`config.mk`:
```
export PLATFORM = sky130hd
export DESIGN_NAME = xcvr_rst_seq
export DESIGN_NICKNAME = d
export VERILOG_FILES = /design/src/rtl/xrs_pkg.sv /design/src/rtl/xrs_sync.sv /design/src/rtl/xrs_timer.sv /design/src/rtl/xcvr_rst_seq.sv
export SDC_FILE = /design/constraint.sdc
export NUM_CORES = 1
export LEC_CHECK = 0
export BUFFER_PORTS_ARGS = -buffer_cell sky130_fd_sc_hd__buf_2
export CORE_ASPECT_RATIO = 1.25
export CORE_MARGIN = 2
export CORE_UTILIZATION = 53
export DETAILED_ROUTE_END_ITERATION = 10
export GPL_TIMING_DRIVEN = 0
export PLACE_DENSITY = 0.82
export SYNTH_ARGS = -nofsm -noshare
export SYNTH_HDL_FRONTEND = slang
export SYNTH_SLANG_ARGS = --single-unit
```
`constraint.sdc`:
```
create_clock -name clk -period 2.8 [get_ports clk]
set_input_delay 0.28 -clock clk [delete_from_list [all_inputs] [get_ports clk]]
set_output_delay 0.28 -clock clk [all_outputs]
set_load 0.01 [all_outputs]
```
`src/rtl/xrs_pkg.sv`:
```
package xrs_pkg;

  typedef enum logic [2:0] {
    ST_PDN      = 3'd0,
    ST_WAIT_TX  = 3'd1,
    ST_QUIET    = 3'd2,
    ST_REF_TRN  = 3'd3,
    ST_REF_DWL  = 3'd4,
    ST_DATA_DWL = 3'd5,
    ST_LIVE     = 3'd6
  } seq_state_e;

  typedef struct packed {
    logic pdn;
    logic tx_rst;
    logic ana_rst;
    logic dig_rst;
    logic ref_sel;
    logic data_sel;
    logic done;
  } ctl_t;

  // Output levels belonging to each state.
  function automatic ctl_t ctl_of(seq_state_e s);
    ctl_t c;
    c = '{pdn: 1'b0, tx_rst: 1'b1, ana_rst: 1'b1, dig_rst: 1'b1,
          ref_sel: 1'b1, data_sel: 1'b0, done: 1'b0};
    case (s)
      ST_PDN:      c.pdn = 1'b1;
      ST_WAIT_TX:  ;
      ST_QUIET:    c.tx_rst = 1'b0;
      ST_REF_TRN,
      ST_REF_DWL: begin
        c.tx_rst  = 1'b0;
        c.ana_rst = 1'b0;
      end
      ST_DATA_DWL: begin
        c.tx_rst   = 1'b0;
        c.ana_rst  = 1'b0;
        c.ref_sel  = 1'b0;
        c.data_sel = 1'b1;
      end
      ST_LIVE: begin
        c.tx_rst   = 1'b0;
        c.ana_rst  = 1'b0;
        c.dig_rst  = 1'b0;
        c.ref_sel  = 1'b0;
        c.data_sel = 1'b1;
        c.done     = 1'b1;
      end
      default: c.pdn = 1'b1;
    endcase
    return c;
  endfunction

  // Nanoseconds to cycles, rounded up, never below one.
  function automatic longint ns_to_cyc(longint ns, longint khz);
    longint c;
    c = (ns * khz + 64'd999_999) / 64'd1_000_000;
    return (c < 1) ? 64'd1 : c;
  endfunction

endpackage

```
`src/rtl/xrs_sync.sv`:
```
module xrs_sync #(
  parameter int W      = 3,
  parameter int STAGES = 2
) (
  input  logic         clk,
  input  logic         rst_n,
  input  logic [W-1:0] d,
  output logic [W-1:0] q
);
  logic [W-1:0] stg [STAGES];

  generate
    for (genvar i = 0; i < STAGES; i++) begin : g_stage
      if (i == 0) begin : g_first
        always_ff @(posedge clk or negedge rst_n)
          if (!rst_n) stg[0] <= '0;
          else        stg[0] <= d;
      end else begin : g_next
        always_ff @(posedge clk or negedge rst_n)
          if (!rst_n) stg[i] <= '0;
          else        stg[i] <= stg[i-1];
      end
    end
  endgenerate

  assign q = stg[STAGES-1];
endmodule

```
`src/rtl/xrs_timer.sv`:
```
module xrs_timer #(
  parameter int CNT_W = 10,
  parameter int MAX   = 750
) (
  input  logic             clk,
  input  logic             rst_n,
  input  logic             clr,
  input  logic [CNT_W-1:0] tgt,
  output logic             expire
);
  logic [CNT_W-1:0] cnt_q;
  localparam logic [CNT_W-1:0] CMAX = CNT_W'(MAX);

  always_ff @(posedge clk or negedge rst_n) begin
    if (!rst_n)             cnt_q <= '0;
    else if (clr)           cnt_q <= '0;
    else if (cnt_q != CMAX) cnt_q <= cnt_q + 1'b1;
  end

  // tgt counts elapsed cycles including the current one
  assign expire = (cnt_q >= (tgt - 1'b1));

  // counter never runs past the largest interval
  assert_cnt_bound_R2: assert property (@(posedge clk) disable iff (!rst_n)
    cnt_q <= CMAX);

  // clearing always restarts the interval from zero
  assert_clr_restart_R6: assert property (@(posedge clk) disable iff (!rst_n)
    clr |=> (cnt_q == '0));
endmodule

```
`src/rtl/xcvr_rst_seq.sv`:
```
module xcvr_rst_seq #(
  parameter int CLK_KHZ        = 50_000,
  parameter int PDN_NS         = 1_000,
  parameter int REF_DWELL_NS   = 15_000,
  parameter int DATA_DWELL_NS  = 4_000,
  parameter int BUSY_QUIET_CYC = 2,
  parameter int SYNC_STAGES    = 2
) (
  input  logic clk,
  input  logic rst_n,
  input  logic tx_pll_lock_i,
  input  logic rx_pll_lock_i,
  input  logic reconf_busy_i,
  output logic pll_pdn_o,
  output logic tx_dig_rst_o,
  output logic rx_ana_rst_o,
  output logic rx_dig_rst_o,
  output logic cdr_ref_sel_o,
  output logic cdr_data_sel_o,
  output logic seq_done_o
);
  import xrs_pkg::*;

  localparam int PDN_CYC  = int'(ns_to_cyc(longint'(PDN_NS), longint'(CLK_KHZ)));
  localparam int REF_CYC  = int'(ns_to_cyc(longint'(REF_DWELL_NS), longint'(CLK_KHZ)));
  localparam int DATA_CYC = int'(ns_to_cyc(longint'(DATA_DWELL_NS), longint'(CLK_KHZ)));
  localparam int BUSY_CYC = (BUSY_QUIET_CYC < 1) ? 1 : BUSY_QUIET_CYC;
  localparam int MAX_A    = (PDN_CYC > REF_CYC) ? PDN_CYC : REF_CYC;
  localparam int MAX_B    = (DATA_CYC > BUSY_CYC) ? DATA_CYC : BUSY_CYC;
  localparam int MAX_CYC  = (MAX_A > MAX_B) ? MAX_A : MAX_B;
  localparam int CNT_W    = $clog2(MAX_CYC + 1);

  // synchronized status
  logic [2:0] st_raw, st_s;
  logic       tx_s, rx_s, busy_s;

  assign st_raw = {reconf_busy_i, rx_pll_lock_i, tx_pll_lock_i};

  xrs_sync #(.W(3), .STAGES(SYNC_STAGES)) u_sync (
    .clk(clk), .rst_n(rst_n), .d(st_raw), .q(st_s)
  );

  assign tx_s   = st_s[0];
  assign rx_s   = st_s[1];
  assign busy_s = st_s[2];

  seq_state_e       state_q, state_d;
  logic             tmr_clr, tmr_exp;
  logic [CNT_W-1:0] tmr_tgt;
  ctl_t             ctl_q;

  always_comb begin
    state_d = state_q;
    tmr_tgt = CNT_W'(1);
    case (state_q)
      ST_PDN: begin
        tmr_tgt = CNT_W'(PDN_CYC);
        if (tmr_exp) state_d = ST_WAIT_TX;
      end
      ST_WAIT_TX: begin
        if (tx_s) state_d = ST_QUIET;
      end
      ST_QUIET: begin
        tmr_tgt = CNT_W'(BUSY_CYC);
        if (!tx_s)                  state_d = ST_PDN;
        else if (!busy_s && tmr_exp) state_d = ST_REF_TRN;
      end
      ST_REF_TRN: begin
        if (!tx_s)     state_d = ST_PDN;
        else if (rx_s) state_d = ST_REF_DWL;
      end
      ST_REF_DWL: begin
        tmr_tgt = CNT_W'(REF_CYC);
        if (!tx_s)        state_d = ST_PDN;
        else if (!rx_s)   state_d = ST_REF_TRN;
        else if (tmr_exp) state_d = ST_DATA_DWL;
      end
      ST_DATA_DWL: begin
        tmr_tgt = CNT_W'(DATA_CYC);
        if (!tx_s)        state_d = ST_PDN;
        else if (tmr_exp) state_d = ST_LIVE;
      end
      ST_LIVE: begin
        if (!tx_s) state_d = ST_PDN;
      end
      default: state_d = ST_PDN;
    endcase
  end

  // restart the timer on every state change, and while busy is seen
  assign tmr_clr = (state_d != state_q) || ((state_q == ST_QUIET) && busy_s);

  xrs_timer #(.CNT_W(CNT_W), .MAX(MAX_CYC)) u_tmr (
    .clk(clk), .rst_n(rst_n), .clr(tmr_clr), .tgt(tmr_tgt), .expire(tmr_exp)
  );

  // outputs registered alongside the state, no decode glitches
  always_ff @(posedge clk or negedge rst_n) begin
    if (!rst_n) begin
      state_q <= ST_PDN;
      ctl_q   <= ctl_of(ST_PDN);
    end else begin
      state_q <= state_d;
      ctl_q   <= ctl_of(state_d);
    end
  end

  assign pll_pdn_o      = ctl_q.pdn;
  assign tx_dig_rst_o   = ctl_q.tx_rst;
  assign rx_ana_rst_o   = ctl_q.ana_rst;
  assign rx_dig_rst_o   = ctl_q.dig_rst;
  assign cdr_ref_sel_o  = ctl_q.ref_sel;
  assign cdr_data_sel_o = ctl_q.data_sel;
  assign seq_done_o     = ctl_q.done;

  // power-down implies everything else held
  assert_pdn_holds_R2: assert property (@(posedge clk) disable iff (!rst_n)
    pll_pdn_o |-> (tx_dig_rst_o && rx_ana_rst_o && rx_dig_rst_o &&
                   cdr_ref_sel_o && !cdr_data_sel_o));

  // transmit reset leaves only on a synchronized lock
  assert_tx_release_R3: assert property (@(posedge clk) disable iff (!rst_n)
    $fell(tx_dig_rst_o) |-> $past(tx_s));

  // analog release after transmit release and a quiet busy
  assert_ana_release_R4: assert property (@(posedge clk) disable iff (!rst_n)
    $fell(rx_ana_rst_o) |-> (!tx_dig_rst_o && $past(!busy_s)));

  // exactly one loop mode selected
  assert_sel_onehot_R5: assert property (@(posedge clk) disable iff (!rst_n)
    $countones({cdr_ref_sel_o, cdr_data_sel_o}) == 1);

  // hand-over to data only while receive lock is held
  assert_handover_R6: assert property (@(posedge clk) disable iff (!rst_n)
    $rose(cdr_data_sel_o) |-> $past(rx_s));

  // receiver digital reset released only in data mode
  assert_dig_release_R7: assert property (@(posedge clk) disable iff (!rst_n)
    $fell(rx_dig_rst_o) |-> $past(cdr_data_sel_o));

  // losing transmit lock while running forces power-down
  assert_lockloss_R8: assert property (@(posedge clk) disable iff (!rst_n)
    (!tx_s && !tx_dig_rst_o) |=> pll_pdn_o);

  // done only with all controls released in data mode
  assert_done_R9: assert property (@(posedge clk) disable iff (!rst_n)
    seq_done_o |-> (!pll_pdn_o && !tx_dig_rst_o && !rx_ana_rst_o &&
                    !rx_dig_rst_o && cdr_data_sel_o));
endmodule

```
# Yosys cells after proc, flatten, opt, wreduce, memory -nomap -nowiden
# Index checks and enable logic that the tools add are counted.
dict set report op_classes {
  add_sub_neg 2
  n_lt_le_gt_ge 1
  n_eq_ne 14
  mux 22
  n_reduce_logical 10
}
# operator n
set op_table {}
lappend op_table {{$pmux W10 S4} 1}
lappend op_table {{$mux W3} 12}
lappend op_table {{$pmux W3 S7} 1}
lappend op_table {{$mux W10} 2}
lappend op_table {{$eq A3 B3 Y1 const B} 6}
lappend op_table {{$eq A3 B2 Y1 const B} 4}
lappend op_table {{$add A10 B1 Y10 const B} 1}
lappend op_table {{$ge A10 B10 Y1} 1}
lappend op_table {{$ne A10 B10 Y1 const B} 1}
lappend op_table {{$sub A10 B1 Y10 const B} 1}
lappend op_table {{$eq A3 B1 Y1 const B} 2}
lappend op_table {{$reduce_or A6 Y1} 1}
lappend op_table {{$mux W1} 5}
lappend op_table {{$reduce_or A5 Y1} 1}
lappend op_table {{$reduce_or A4 Y1} 1}
lappend op_table {{$logic_not A3 Y1} 1}
lappend op_table {{$ne A3 B3 Y1} 1}
lappend op_table {{$logic_and A1 B1 Y1} 2}
lappend op_table {{$mux W2} 1}
lappend op_table {{$reduce_bool A2 Y1} 1}
lappend op_table {{$reduce_or A2 Y1} 1}
lappend op_table {{$logic_not A1 Y1} 1}
lappend op_table {{$logic_or A1 B1 Y1} 1}
dict set report totals {
  regBits 26
  input_bits 5
  output_inout_bits 7
  word_cells 60
}

# Logic depth before layout (Yosys ltp)
dict set report logic_depth {
  word_depth 11
  ltp_mapped 11
  depth_no_buf 10
}

# Modules after synthesis
# A second synthesis with hierarchy kept.
dict set report unflattened {
  cells_unflattened 171
  area_unflattened_um2 1630.3
}
# mod instances cells_each area_per_inst_um2 seq_area_each_um2
set modules_own_cells {}
lappend modules_own_cells {xrs_timer 1 100 864.6 250.2}
lappend modules_own_cells {xcvr_rst_seq 1 62 593.1 256.5}
lappend modules_own_cells {xrs_sync 1 9 172.7 150.1}

# Worst setup path after synthesis
# Ideal clock, no wire load.
dict set report synth_path {
  kind {reg-to-reg}
  from {register state_q[0]}
  to {register u_tmr.cnt_q[3]}
  setup_ns 0.088
  t_arrival_ns 2.900
  required_ns 2.712
  setup_slack_ns -0.187
  path_stages_with_launch 12
  path_buffers 2
  period_less_slack_ns 2.987
  cell_sequence {dfrtp_1 > clkbuf_1 > or3_1 > ha_1 > nand2_1 > o21ai_0 > nand2b_2 > or4b_4 > a2111o_1 > a21o_1 > buf_6 > a211oi_2}
}
dict set report synth_via {
  elab_chain_len 11
  word_cells_on_any_way 29
  classes_between {1 x add/sub; 1 x order compare; 7 x eq/ne; 15 x mux; 5 x reduce/logical}
}
# item line
set synth_rtl {}
lappend synth_rtl {{from (decl)} xcvr_rst_seq.sv:47} ;# seq_state_e state_q, state_d;
lappend synth_rtl {{from (signal assigned)} xcvr_rst_seq.sv:103} ;# state_q <= state_d;
lappend synth_rtl {{$eq A3 B3 Y1 (tied with other cells)} xcvr_rst_seq.sv:55} ;# case (state_q)
lappend synth_rtl {{$pmux W10 S4} xcvr_rst_seq.sv:55}
lappend synth_rtl {{$sub A10 B1 Y10} xrs_timer.sv:21} ;# assign expire = (cnt_q >= (tgt - 1'b1));
lappend synth_rtl {{$ge A10 B10 Y1} xrs_timer.sv:21}
lappend synth_rtl {{$mux W3 or $logic_and A1 B1 Y1 (tied branches)} {xcvr_rst_seq.sv:76, xcvr_rst_seq.sv:66}}
lappend synth_rtl {{$mux W3 (on tied branches)} {xcvr_rst_seq.sv:75, xcvr_rst_seq.sv:66}}
lappend synth_rtl {{$mux W3 (on tied branches)} {xcvr_rst_seq.sv:74, xcvr_rst_seq.sv:65}}
lappend synth_rtl {{$pmux W3 S7} xcvr_rst_seq.sv:55}
lappend synth_rtl {{$ne A3 B3 Y1} xcvr_rst_seq.sv:91} ;# assign tmr_clr = (state_d != state_q) || ((state_q == ST_QUIET) && busy_s);
lappend synth_rtl {{$logic_or A1 B1 Y1 *} xcvr_rst_seq.sv:91}
lappend synth_rtl {{$mux W10 or $reduce_bool A2 Y1 (tied branches)} -}
lappend synth_rtl {{to (signal assigned)} xrs_timer.sv:17} ;# else if (cnt_q != CMAX) cnt_q <= cnt_q + 1'b1;
lappend synth_rtl {{to (decl)} xrs_timer.sv:11} ;# logic [CNT_W-1:0] cnt_q;
# Every way passes the cells marked *; elsewhere a longest branch is shown, timed or not.
# A chain may end at the register's enable or synchronous reset.

# Final worst setup path
dict set report layout_path {
  from {register state_q[2]}
  to {register u_tmr.cnt_q[4]}
}
# Same word-level chain as after synthesis.

==> results.md <==
* Share of post-route cells with drive strength above 1 at 36.5%
* Area after DPL at 1640 um^2
* Synthesized area at 1520 um^2
* Least-Margin Pin Slew at 0.761 ns
* Final instance area at 1890 um^2
* Worst R2R Start: state_q[2]$_DFF_PN0_
* Critical R2R Capture: u_tmr.cnt_q[4]$_DFFE_PN0P_
* Final Hold Fails at 0
* Routed via count at 1268
* Routed Antenna Nets at 0
* Slew headroom at 48.9%
* Diodes inserted at 0
* DRT Wirelength at 3790 um
* Row cnt at 21
* PwrDens at 360 nW/um^2
* Final worst slack at -0.133 ns
* Met3 Resource Use GR at 2.80%
* Final setup viols at 13
* FFs w/ async S/R, synth at 100%
* Clock slew at reported path FFs at 0.15 ns
* GRT Util Overall at 22.9%
* Core region area at 2710 um^2
* WHS Path Cells at 1
* Syn avg cell area at 10.0 um^2
* Required time worst endpoint at 3.06 ns
* Total Power at 0.681 mW
* Commonest non-fill, non-tap cells in the layout: dfrtp_1 (18), buf_4 (13), nand2_1 (11), ha_1 (11), buf_2 (11)
* DP Worst Slack at -0.361 ns
* FF-to-FF path depth at 11
* Tcrit/Tclk final at 105%
* Clock Skew at 0.0115 ns
* Area added between synthesis and finish at 24.3%
* Cells after Synth at 152
* Net Sw Frac at 20.9%
* FMAX at 0.341 GHz
* Setup TNS Final at -1.01 ns
* Fill cells at 188
* Status: finished, violations left
* Die width at 52.0 um
* Initial antenna violation count at 0
* Avg Vias per Cell at 5.90
* Clk_lat worst skew at 0.34 ns
* Htree depth at 1
* Iteration-0 DRC Markers at 52
* Synthesized Nets at 169
* Startpoint Class: register
* First-pass GRT wire length at 5740 um
* Hold Crit Start: rx_pll_lock_i
* Count of input and output buffers at 11
* Seq/Total Area, Yosys at 43.1%
* Global route hottest layer: met2
* WHS at 0.0395 ns
* Max-Cap Viols at 0
* FF-to-FF setup slack at -0.13 ns
* Sw Pwr at 0.142 mW
* Clk buf depth at 2
* CTS Root Cell: clkbuf_4
* Internal power at 0.539 mW
* GPL Wtd Cong at 0.882
* Yosys warnings at 0
* Number of synthesized flops with an enable pin at 0
* Die area at 3320 um^2
* Drt pass-1 iters at 4
* Max Slew Vio Count at 0
* HPWL after DPL at 2260 um
* Reg power frac at 56.2%
* Vias in the first global route at 1230
* DRC at 0
* Num CTS Buffers at 3
* Critical path class: register to register
* Hold endpoint: u_sync.stg[4]$_DFF_PN0_
* Fin nets at 199
* CTS tree: built
* Largest net degree at the start of global routing at 27
* CP Data Arrival Time at 3.20 ns
* Met1 global-route usage at 29.2%
* RSZ-0062 raised after global routing: true
* # IOs at 12
* CP Max Fanout at 6
* Minimum clock period at 2.93 ns
* Leakage at 0.821 nW
* FF+latch count, synth at 26
* Post-synthesis cell type count at 39
* Failing checks: negative setup slack
* Most common cell after layout, fill and taps aside: dfrtp_1
* Die Ht at 64.0 um
* Worst setup EP type: register
* Combinational share of power at 5.3%
* GRT met2 Usage at 39.9%
* Clock share of power at 38.5%
* Ys flop type: dfrtp_1
* DR WL/cell at 17.6 um
* Total global routing overflow at 0
* Worst vdd ir at 583 uV
* CTS sink count at 26
* Worst Hold Class: input port to register
* Starting Density at 56.3%
[per-layer routing]
layer,vias up,wire length (um)
li1,600,-
met1,625,1480
met2,36,2140
met3,7,112
met4,0,50
met5,-,0
[critical path: stages, from the launching register on]
cell      delay, ns
dfrtp_2        0.48
nor2b_2        0.24
a21oi_2        0.05
ha_1           0.28
nand2b_4       0.15
a21oi_2        0.14
nor3_1         0.08
or4b_4         0.49
a2111o_1       0.40
a21o_1         0.20
buf_6          0.14
a211oi_2       0.21
[flip-flops by register name (all words and copies together), names as in the netlist, 3 cells and up]
name	flops
u_tmr.cnt_q	10
u_sync.stg	3
u_sync.q	3
state_q	3
[layout make-up]
| cell class | count | area [um^2] | share of cell area, % |
|---|---|---|---|
| plain buffers | 6 | 60.1 | 3.17 |
| clock buffers | 3 | 22.5 | 1.19 |
| clock inverters | 1 | 30.0 | 1.59 |
| inverters | 9 | 33.8 | 1.78 |
| multi-input cells | 111 | 882 | 46.6 |
| flip-flops and latches | 26 | 661 | 34.9 |
| well taps | 34 | 42.5 | 2.25 |
| repair buffers | 25 | 163 | 8.59 |
[kinds of logic after synthesis]
family	after synthesis	synth area share [%]
AO/OA/AOI/OAI	40	19.9
XOR/XNOR	7	4.02
adder cells (fa/ha/maj)	12	9.85
buffers and inverters	15	4.19
flip-flops	26	43.1
other	1	0.246
AND/OR/NAND/NOR	51	18.7
[synth_stat cells, drive strengths merged (4+ instances only)]
master  instances  area share (%)
nor3            5             1.6
nand2          11             2.7
dfrtp          21              34
dfstp           5             8.6
nand2b          4             2.3
xnor2           6             3.4
o21ai           6             2.0
inv             9             2.2
nor2           10             2.5
ha             12             9.9
clkbuf          4            0.98
nand4           4             1.6
a21o            4             2.0
nand3           5             2.0
a21oi          13             4.3
a211oi          9             7.1
[power groups by stage]
stage	combinational [mW]	sequential [mW]	clock, mW
global route	0.0404	0.384	0.274
finish	0.0361	0.383	0.262
global placement	0.0282	0.390	0
CTS	0.0322	0.383	0.262
floorplan	0.0158	0.389	0
detailed placement	0.0293	0.390	0
[how the worst max path moves through the flow]
| stage | depth (start not counted) | slack [ns] | startpoint | end |
|---|---|---|---|---|
| after floorplan | 11 | -0.05 | state_q[1]$_DFF_PN0_ | u_tmr.cnt_q[3]$_DFFE_PN0P_ |
| after global placement | 10 | -0.26 | state_q[2]$_DFF_PN0_ | u_tmr.cnt_q[6]$_DFFE_PN0P_ |
| after detailed placement | 10 | -0.36 | state_q[2]$_DFF_PN0_ | u_tmr.cnt_q[4]$_DFFE_PN0P_ |
| after CTS | 11 | -0.21 | state_q[1]$_DFF_PN0_ | u_tmr.cnt_q[4]$_DFFE_PN0P_ |
| after global routing | 11 | -0.22 | state_q[2]$_DFF_PN0_ | u_tmr.cnt_q[4]$_DFFE_PN0P_ |
| final | 11 | -0.13 | state_q[2]$_DFF_PN0_ | u_tmr.cnt_q[4]$_DFFE_PN0P_ |
[metrics by stage]
stage | cells | utilization, %
after floorplan | 152 | -
after global placement | 197 | 60.7
after detailed placement | 197 | 60.7
after CTS | 207 | 64.9
after global routing | 215 | 70.0
final | 215 | 70.0
[repair_timing]
| action | 4_1_cts | 5_1_grt |
|---|---|---|
| gates cloned | 0 | 1 |
| setup buffers | 5 | 7 |
| pin swaps | 3 | 5 |
| gates resized for setup | 5 | 21 |
| endpoints found under the hold margin | 21 | 0 |
| hold buffers | 1 | 0 |
| setup endpoints to repair | 15 | 17 |
(Power assumes the default switching activity.)
